$ cat src/rtl/cbr_pkg.sv
`timescale 1ns/1ps
package cbr_pkg;
  typedef enum logic [1:0] {SQ_IDLE, SQ_RD, SQ_WAIT, SQ_WR} seq_state_e;
  typedef struct packed {
    logic bnd_en;
    logic upd_en;
    logic ce_mask;
    logic code_new;
  } cbr_mode_t;
endpackage

$ cat src/rtl/cbr_cfg_reg.sv
`timescale 1ns/1ps
module cbr_cfg_reg #(
  parameter int AW       = 10,
  parameter int LW       = 3,
  parameter int TOP_ADDR = (1 << AW) - 1
) (
  input  logic              clk,
  input  logic              rst,
  input  logic              cfg_we,
  input  logic [LW-1:0]     cfg_lane,
  input  logic [AW-1:0]     cfg_bnd,
  input  cbr_pkg::cbr_mode_t cfg_mode,
  input  logic              adv,
  output logic [LW-1:0]     lane_sel,
  output logic [AW:0]       bnd,
  output logic              bnd_en,
  output logic              code_new,
  output logic              ce_mask,
  output logic              done,
  output logic              done_irq,
  output logic              active
);
  localparam logic [AW:0] TOP_B = (AW+1)'(TOP_ADDR);

  logic upd_en;

  always_ff @(posedge clk) begin
    if (rst) begin
      lane_sel <= '0;
      bnd      <= '0;
      bnd_en   <= 1'b0;
      upd_en   <= 1'b0;
      ce_mask  <= 1'b0;
      code_new <= 1'b0;
      done     <= 1'b0;
      done_irq <= 1'b0;
    end else begin
      done_irq <= 1'b0;
      if (cfg_we) begin
        lane_sel <= cfg_lane;
        bnd      <= {1'b0, cfg_bnd};
        bnd_en   <= cfg_mode.bnd_en;
        upd_en   <= cfg_mode.upd_en;
        ce_mask  <= cfg_mode.ce_mask;
        code_new <= cfg_mode.code_new;
        done     <= 1'b0;
      end else if (adv) begin
        bnd <= bnd + 1'b1;
        if (bnd == TOP_B) begin
          done     <= 1'b1;
          done_irq <= 1'b1;
        end
      end
    end
  end

  assign active = bnd_en && upd_en && !done && (bnd <= TOP_B);


  bnd_step_chk: assert property (@(posedge clk) disable iff (rst)
    (!$past(cfg_we) && !$past(rst) && bnd != $past(bnd)) |-> (bnd == $past(bnd) + 1'b1));


  irq_done_chk: assert property (@(posedge clk) disable iff (rst)
    done_irq |-> done);


  irq_once_chk: assert property (@(posedge clk) disable iff (rst)
    done_irq |=> !done_irq);
endmodule

$ cat src/rtl/cbr_regen_seq.sv
`timescale 1ns/1ps
module cbr_regen_seq #(
  parameter int AW = 10,
  parameter int DW = 64
) (
  input  logic          clk,
  input  logic          rst,
  input  logic          abort,
  input  logic          active,
  input  logic [AW-1:0] bnd_lo,
  input  logic          gnt,
  input  logic          rsp_valid,
  input  logic          rsp_seq,
  input  logic [DW-1:0] rsp_data,
  output logic          req,
  output logic          req_we,
  output logic [AW-1:0] req_addr,
  output logic [DW-1:0] req_wdata,
  output logic          lock,
  output logic          adv
);
  import cbr_pkg::*;

  seq_state_e    state;
  logic [DW-1:0] wbuf;

  always_ff @(posedge clk) begin
    if (rst) begin
      state <= SQ_IDLE;
      wbuf  <= '0;
    end else begin
      case (state)
        SQ_IDLE: if (active && !abort) state <= SQ_RD;
        SQ_RD: begin
          if (abort)    state <= SQ_IDLE;
          else if (gnt) state <= SQ_WAIT;
        end
        SQ_WAIT: begin
          if (abort) state <= SQ_IDLE;
          else if (rsp_valid && rsp_seq) begin
            wbuf  <= rsp_data;
            state <= SQ_WR;
          end
        end
        SQ_WR: begin
          if (abort)    state <= SQ_IDLE;
          else if (gnt) state <= SQ_IDLE;
        end
        default: state <= SQ_IDLE;
      endcase
    end
  end

  assign req       = (state == SQ_RD || state == SQ_WR) && !abort;
  assign req_we    = (state == SQ_WR);
  assign req_addr  = bnd_lo;
  assign req_wdata = wbuf;
  assign lock      = (state == SQ_WAIT || state == SQ_WR);
  assign adv       = (state == SQ_WR) && gnt && !abort;


  wr_after_rd_chk: assert property (@(posedge clk) disable iff (rst)
    (state == SQ_WR) |-> ($past(state) == SQ_WAIT || $past(state) == SQ_WR));
endmodule

$ cat src/rtl/cbr_arb.sv
`timescale 1ns/1ps
module cbr_arb #(
  parameter int AW = 10,
  parameter int DW = 64
) (
  input  logic          clk,
  input  logic          rst,
  input  logic          h_req,
  input  logic          h_we,
  input  logic [AW-1:0] h_addr,
  input  logic [DW-1:0] h_wdata,
  input  logic          seq_req,
  input  logic          seq_we,
  input  logic [AW-1:0] seq_addr,
  input  logic [DW-1:0] seq_wdata,
  input  logic          lock,
  input  logic [AW:0]   bnd,
  input  logic          bnd_en,
  input  logic          code_new,
  output logic          h_gnt,
  output logic          seq_gnt,
  output logic          cmd_valid,
  output logic          cmd_we,
  output logic [AW-1:0] cmd_addr,
  output logic [DW-1:0] cmd_wdata,
  output logic          cmd_newcode,
  output logic          cmd_lock,
  output logic          cmd_seq
);
  logic h_code, s_code;

  // Host priority outside a locked pair; inside it only the sequencer runs.
  assign h_gnt   = h_req && !lock;
  assign seq_gnt = seq_req && (lock || !h_req);

  assign h_code = bnd_en ? ({1'b0, h_addr} < bnd) : code_new;
  assign s_code = seq_we ? 1'b1 : (bnd_en ? ({1'b0, seq_addr} < bnd) : code_new);

  always_ff @(posedge clk) begin
    if (rst) begin
      cmd_valid   <= 1'b0;
      cmd_we      <= 1'b0;
      cmd_addr    <= '0;
      cmd_wdata   <= '0;
      cmd_newcode <= 1'b0;
      cmd_lock    <= 1'b0;
      cmd_seq     <= 1'b0;
    end else begin
      cmd_valid <= h_gnt || seq_gnt;
      if (h_gnt) begin
        cmd_we      <= h_we;
        cmd_addr    <= h_addr;
        cmd_wdata   <= h_wdata;
        cmd_newcode <= h_code;
        cmd_lock    <= 1'b0;
        cmd_seq     <= 1'b0;
      end else if (seq_gnt) begin
        cmd_we      <= seq_we;
        cmd_addr    <= seq_addr;
        cmd_wdata   <= seq_wdata;
        cmd_newcode <= s_code;
        cmd_lock    <= 1'b1;
        cmd_seq     <= 1'b1;
      end
    end
  end


  lock_excl_chk: assert property (@(posedge clk) disable iff (rst)
    ($past(lock) && cmd_valid) |-> cmd_seq);


  seq_wr_code_chk: assert property (@(posedge clk) disable iff (rst)
    (cmd_valid && cmd_seq && cmd_we) |-> (cmd_newcode && cmd_lock));
endmodule

$ cat src/rtl/code_boundary_regen.sv
`timescale 1ns/1ps
module code_boundary_regen #(
  parameter int AW       = 10,
  parameter int DW       = 64,
  parameter int LW       = 3,
  parameter int TOP_ADDR = (1 << AW) - 1
) (
  input  logic          clk,
  input  logic          rst,
  input  logic          cfg_we,
  input  logic [LW-1:0] cfg_lane,
  input  logic [AW-1:0] cfg_bnd,
  input  logic          cfg_bnd_en,
  input  logic          cfg_upd_en,
  input  logic          cfg_ce_mask,
  input  logic          cfg_code_new,
  input  logic          h_req,
  input  logic          h_we,
  input  logic [AW-1:0] h_addr,
  input  logic [DW-1:0] h_wdata,
  output logic          h_gnt,
  output logic          h_rsp_valid,
  output logic [DW-1:0] h_rdata,
  output logic          mem_cmd_valid,
  output logic          mem_cmd_we,
  output logic [AW-1:0] mem_cmd_addr,
  output logic [DW-1:0] mem_cmd_wdata,
  output logic          mem_cmd_newcode,
  output logic          mem_cmd_lock,
  output logic          mem_cmd_seq,
  input  logic          mem_rsp_valid,
  input  logic          mem_rsp_seq,
  input  logic [DW-1:0] mem_rsp_rdata,
  input  logic          mem_rsp_ce,
  output logic [LW-1:0] lane_sel,
  output logic [AW:0]   boundary,
  output logic          regen_done,
  output logic          regen_irq,
  output logic          ce_irq
);
  cbr_pkg::cbr_mode_t cfg_mode;
  logic          bnd_en, code_new, ce_mask, active, adv;
  logic          s_req, s_we, s_lock, s_gnt;
  logic [AW-1:0] s_addr;
  logic [DW-1:0] s_wdata;

  always_comb begin
    cfg_mode.bnd_en   = cfg_bnd_en;
    cfg_mode.upd_en   = cfg_upd_en;
    cfg_mode.ce_mask  = cfg_ce_mask;
    cfg_mode.code_new = cfg_code_new;
  end

  cbr_cfg_reg #(.AW(AW), .LW(LW), .TOP_ADDR(TOP_ADDR)) u_cfg (
    .clk(clk), .rst(rst), .cfg_we(cfg_we), .cfg_lane(cfg_lane), .cfg_bnd(cfg_bnd),
    .cfg_mode(cfg_mode), .adv(adv), .lane_sel(lane_sel), .bnd(boundary),
    .bnd_en(bnd_en), .code_new(code_new), .ce_mask(ce_mask),
    .done(regen_done), .done_irq(regen_irq), .active(active)
  );

  cbr_regen_seq #(.AW(AW), .DW(DW)) u_seq (
    .clk(clk), .rst(rst), .abort(cfg_we), .active(active), .bnd_lo(boundary[AW-1:0]),
    .gnt(s_gnt), .rsp_valid(mem_rsp_valid), .rsp_seq(mem_rsp_seq), .rsp_data(mem_rsp_rdata),
    .req(s_req), .req_we(s_we), .req_addr(s_addr), .req_wdata(s_wdata),
    .lock(s_lock), .adv(adv)
  );

  cbr_arb #(.AW(AW), .DW(DW)) u_arb (
    .clk(clk), .rst(rst), .h_req(h_req), .h_we(h_we), .h_addr(h_addr), .h_wdata(h_wdata),
    .seq_req(s_req), .seq_we(s_we), .seq_addr(s_addr), .seq_wdata(s_wdata),
    .lock(s_lock), .bnd(boundary), .bnd_en(bnd_en), .code_new(code_new),
    .h_gnt(h_gnt), .seq_gnt(s_gnt), .cmd_valid(mem_cmd_valid), .cmd_we(mem_cmd_we),
    .cmd_addr(mem_cmd_addr), .cmd_wdata(mem_cmd_wdata), .cmd_newcode(mem_cmd_newcode),
    .cmd_lock(mem_cmd_lock), .cmd_seq(mem_cmd_seq)
  );

  always_ff @(posedge clk) begin
    if (rst) begin
      h_rsp_valid <= 1'b0;
      h_rdata     <= '0;
      ce_irq      <= 1'b0;
    end else begin
      h_rsp_valid <= mem_rsp_valid && !mem_rsp_seq;
      if (mem_rsp_valid && !mem_rsp_seq) h_rdata <= mem_rsp_rdata;
      ce_irq      <= mem_rsp_valid && mem_rsp_ce && !ce_mask;
    end
  end


  ce_mask_chk: assert property (@(posedge clk) disable iff (rst)
    ce_irq |-> ($past(mem_rsp_ce) && !$past(ce_mask)));
endmodule

$ cat config.mk
export PLATFORM = sky130hd
export DESIGN_NAME = code_boundary_regen
export DESIGN_NICKNAME = d
export VERILOG_FILES = /design/src/rtl/cbr_pkg.sv /design/src/rtl/cbr_cfg_reg.sv /design/src/rtl/cbr_regen_seq.sv /design/src/rtl/cbr_arb.sv /design/src/rtl/code_boundary_regen.sv
export SDC_FILE = /design/constraint.sdc
export NUM_CORES = 1
export LEC_CHECK = 0
export BUFFER_PORTS_ARGS = -buffer_cell sky130_fd_sc_hd__buf_4
export CAP_MARGIN = 30
export CELL_PAD_IN_SITES_DETAIL_PLACEMENT = 0
export CELL_PAD_IN_SITES_GLOBAL_PLACEMENT = 2
export CORE_MARGIN = 3
export CORE_UTILIZATION = 29
export DETAILED_ROUTE_END_ITERATION = 8
export GPL_TIMING_DRIVEN = 0
export PLACE_DENSITY_LB_ADDON = 0.1
export REMOVE_ABC_BUFFERS = 1
export SKIP_LAST_GASP = 1
export SLEW_MARGIN = 0
export SYNTH_ARGS = -nofsm -noshare
export SYNTH_HDL_FRONTEND = slang
export SYNTH_SLANG_ARGS = --single-unit
$ cat constraint.sdc
create_clock -name clk -period 3.35 [get_ports clk]
set_input_delay 0.335 -clock clk [delete_from_list [all_inputs] [get_ports clk]]
set_output_delay 0.335 -clock clk [all_outputs]
set_load 0.02 [all_outputs]
==> results.sh <==
export IMPL_outcome="completed"
export IMPL_clockBufferDepth=3
export IMPL_ioPinCount=325
export IMPL_worstPathRequired_ns=3.01
export IMPL_finalMaxSlewViolations=0
export IMPL_vias=8713
export IMPL_drc=0
export IMPL_p_per_area_nw_per_um2=533
export IMPL_fin_crit_sh=0.868
export IMPL_routedWlPerCell_um=17.3
export IMPL_syn_inst=1140
export IMPL_ant_nets=0
export IMPL_fin_cells=1831
export IMPL_firstDrtPassIters=5
export IMPL_cts_tree="yes"
export IMPL_cts_made_buffers=28
export IMPL_seq_area_frac_synth=0.512
export IMPL_cts_resized=0
export IMPL_drv_cap=0
export IMPL_start_util=0.299
export IMPL_rsz0062_at_grt="false"
export IMPL_crit_arrival_ns=2.57
export IMPL_first_iter_violations=476
export IMPL_vias_per_cell=4.76
export IMPL_ir_drop_mv=0.396
export IMPL_finalHoldViolCount=0
export IMPL_cts_hold_buffers=0
export IMPL_fin_total_pwr_w=0.00684
export IMPL_cp_start_kind="register"
export IMPL_worst_pin_slew_ns=0.914
export IMPL_grt_overflow_total=0
export IMPL_drive_gt1_frac=0.275
export IMPL_relSlewSlack=0.390
export IMPL_syn_area_um2=8990
export IMPL_setup_viol=0
export IMPL_synth_edf_count=0
export IMPL_final_core_util=0.426
export IMPL_ys_warn_count=0
export IMPL_max_freq_mhz=344
export IMPL_grt_pass1_vias=8457
export IMPL_core_area_um2=30100
export IMPL_yosysTopAreaCell="dfxtp_1"
export IMPL_placed_cell_area_um2=11900
export IMPL_area_growth_pct=42.8
export IMPL_ys_ff_latch=230
export IMPL_hold_class="in2reg"
export IMPL_cts_reportedPaths_clkPinSlew_ns=0.06
export IMPL_dieArea_um2=33100
export IMPL_grt_first_pass_wirelength_mm=48.8
export IMPL_clock_root_buffer="clkbuf_16"
export IMPL_fin_area_um2=12800
export IMPL_die_x_um=182
export IMPL_die_h_um=182
export IMPL_post_place_cells=1780
export IMPL_numPortBuffers=324
export IMPL_grt_max_degree=84
export IMPL_h_tree_depth=1
export IMPL_antenna_found_initial=3
export IMPL_synthTopCellsByArea="dfxtp_1, nand2_1, a21oi_1, a311oi_1, nor2_1"
export IMPL_critPathCaptureType="output port"
export IMPL_routabilityCongestion=0.746
export IMPL_fin_skew_ns=0.0175
export IMPL_syn_avg_cell_area_um2=7.89
export IMPL_cts_sinks=230
export IMPL_insertion_delay_ns=0.54
export IMPL_dp_hpwl_mm=21.2
export IMPL_nFillCells=3153
export IMPL_synthDistinctLibCells=39
export IMPL_grt_usage=0.181
export IMPL_async_flop_share=0
export IMPL_drt_wl_total_mm=31.7
export IMPL_min_period_ns=2.91
export IMPL_crit_fanout=81
export IMPL_p_leak_nw=5.22
export IMPL_synth_ff_type="dfxtp_1"
export IMPL_row_count=63
export IMPL_crit_type="reg2out"
export IMPL_layout_nets=1593
export IMPL_postCtsSetupBuffers=0
export IMPL_synth_top_area_share=0.512
-- cells in the final DEF (no fill, tap or decap), types with 3 or more instances in the layout --
cell	netlist	routed
mux2i_1	8	8
nor2_1	96	96
buf_4	1	323
a311oi_1	77	77
nand2_1	411	411
inv_1	15	15
nor3_1	6	6
a21oi_1	136	136
nand3_1	5	5
o21ai_0	4	4
buf_16	0	7
clkbuf_1	49	7
buf_6	2	6
a211oi_1	7	7
xnor2_1	7	7
nand2b_4	0	3
nor4_1	4	4
ha_1	10	10
a21o_1	3	3
nand4_1	3	3
clkinv_2	0	3
buf_8	0	4
clkbuf_16	0	29
clkbuf_8	2	8
dfxtp_1	230	230
-- per-stage QoR --
stage	setup TNS (ns)	setup WS [ns]	hold slack, ns
global placement	-645.21	-5.27	0.408
finish	0	0.442	0.0304
floorplan	-97.75	-1.16	0.396
global route	0	0.177	0.0105
CTS	0	0.370	0.00613
detailed placement	0	0.953	0.414
-- cells in the mapped netlist (4+ instances only) --
master / number
a211oi_1: 7
a21oi_1: 136
a311oi_1: 77
buf_1: 15
buf_2: 23
clkbuf_1: 49
dfxtp_1: 230
ha_1: 10
inv_1: 15
mux2i_1: 8
nand2_1: 411
nand2b_1: 4
nand3_1: 5
nor2_1: 96
nor3_1: 6
nor4_1: 4
o21ai_0: 4
xnor2_1: 7
-- sequential cells by signal, indices dropped and copies added (netlist names), 2 cells and up --
signal	count
u_cfg.bnd	11
u_arb.cmd_wdata	64
u_arb.cmd_addr	10
u_seq.req_wdata	64
u_seq.state	2
u_cfg.lane_sel	3
h_rdata	64
-- worst paths after layout --
check | start | to | slack [ns] | cells past startpoint
worst max register to register | u_seq.state[1] | u_arb.cmd_we | 1.12 | 5
worst max-delay path | u_seq.state[1] | h_gnt | 0.44 | 4
worst min register to register | u_cfg.ce_mask | ce_irq | 0.42 | 1
worst min-delay path | cfg_lane[0] | u_cfg.lane_sel[0] | 0.03 | 3
-- worst max-delay path: stages (launching register included) --
cell,delay (ns)
dfxtp_1,0.56
nand2b_4,0.78
buf_16,0.36
inv_1,0.13
buf_4,0.18
-- cells by family (layout without fill, tap and decap cells) --
logic type,after synthesis,in the layout,share of synthesized area
simple gates,543,543,0.238
compound gates,234,234,0.167
flops,230,230,0.512
buf+inv,108,408,0.0526
fa+ha+maj,10,10,0.0139
mux,8,8,0.00891
xor+xnor,7,7,0.00682
other cells,0,1,0
-- where the power goes --
part	internal, W	switching, W	total, W
sequential	0.00285	0.0000687	0.00292
combinational	0.000375	0.000455	0.000830
clock	0.00190	0.00118	0.00309
-- metal layers --
layer  wire length, um  part of all wire  vias to the layer above  global-route usage
met4               661             0.021                        4              0.0405
met3              2840             0.089                       40              0.0636
met2             14500              0.46                      255               0.296
met1             13700              0.43                     4026               0.231
li1                  -                 -                     4388                   -
met5                34            0.0011                        -                   0
-- cell type report --
| cell class | count | area (um^2) | area share |
|---|---|---|---|
| tap | 390 | 488 | 0.0380 |
| sequential | 230 | 4600 | 0.359 |
| antenna | 1 | 2.50 | 0.000195 |
| clock buffer | 44 | 862 | 0.0672 |
| multi-input combinational | 802 | 3950 | 0.308 |
| inverter | 16 | 60.1 | 0.00468 |
| timing repair buffer | 342 | 2790 | 0.217 |
| clock inverter | 6 | 82.6 | 0.00643 |
Power figures use the tool's default switching activity.
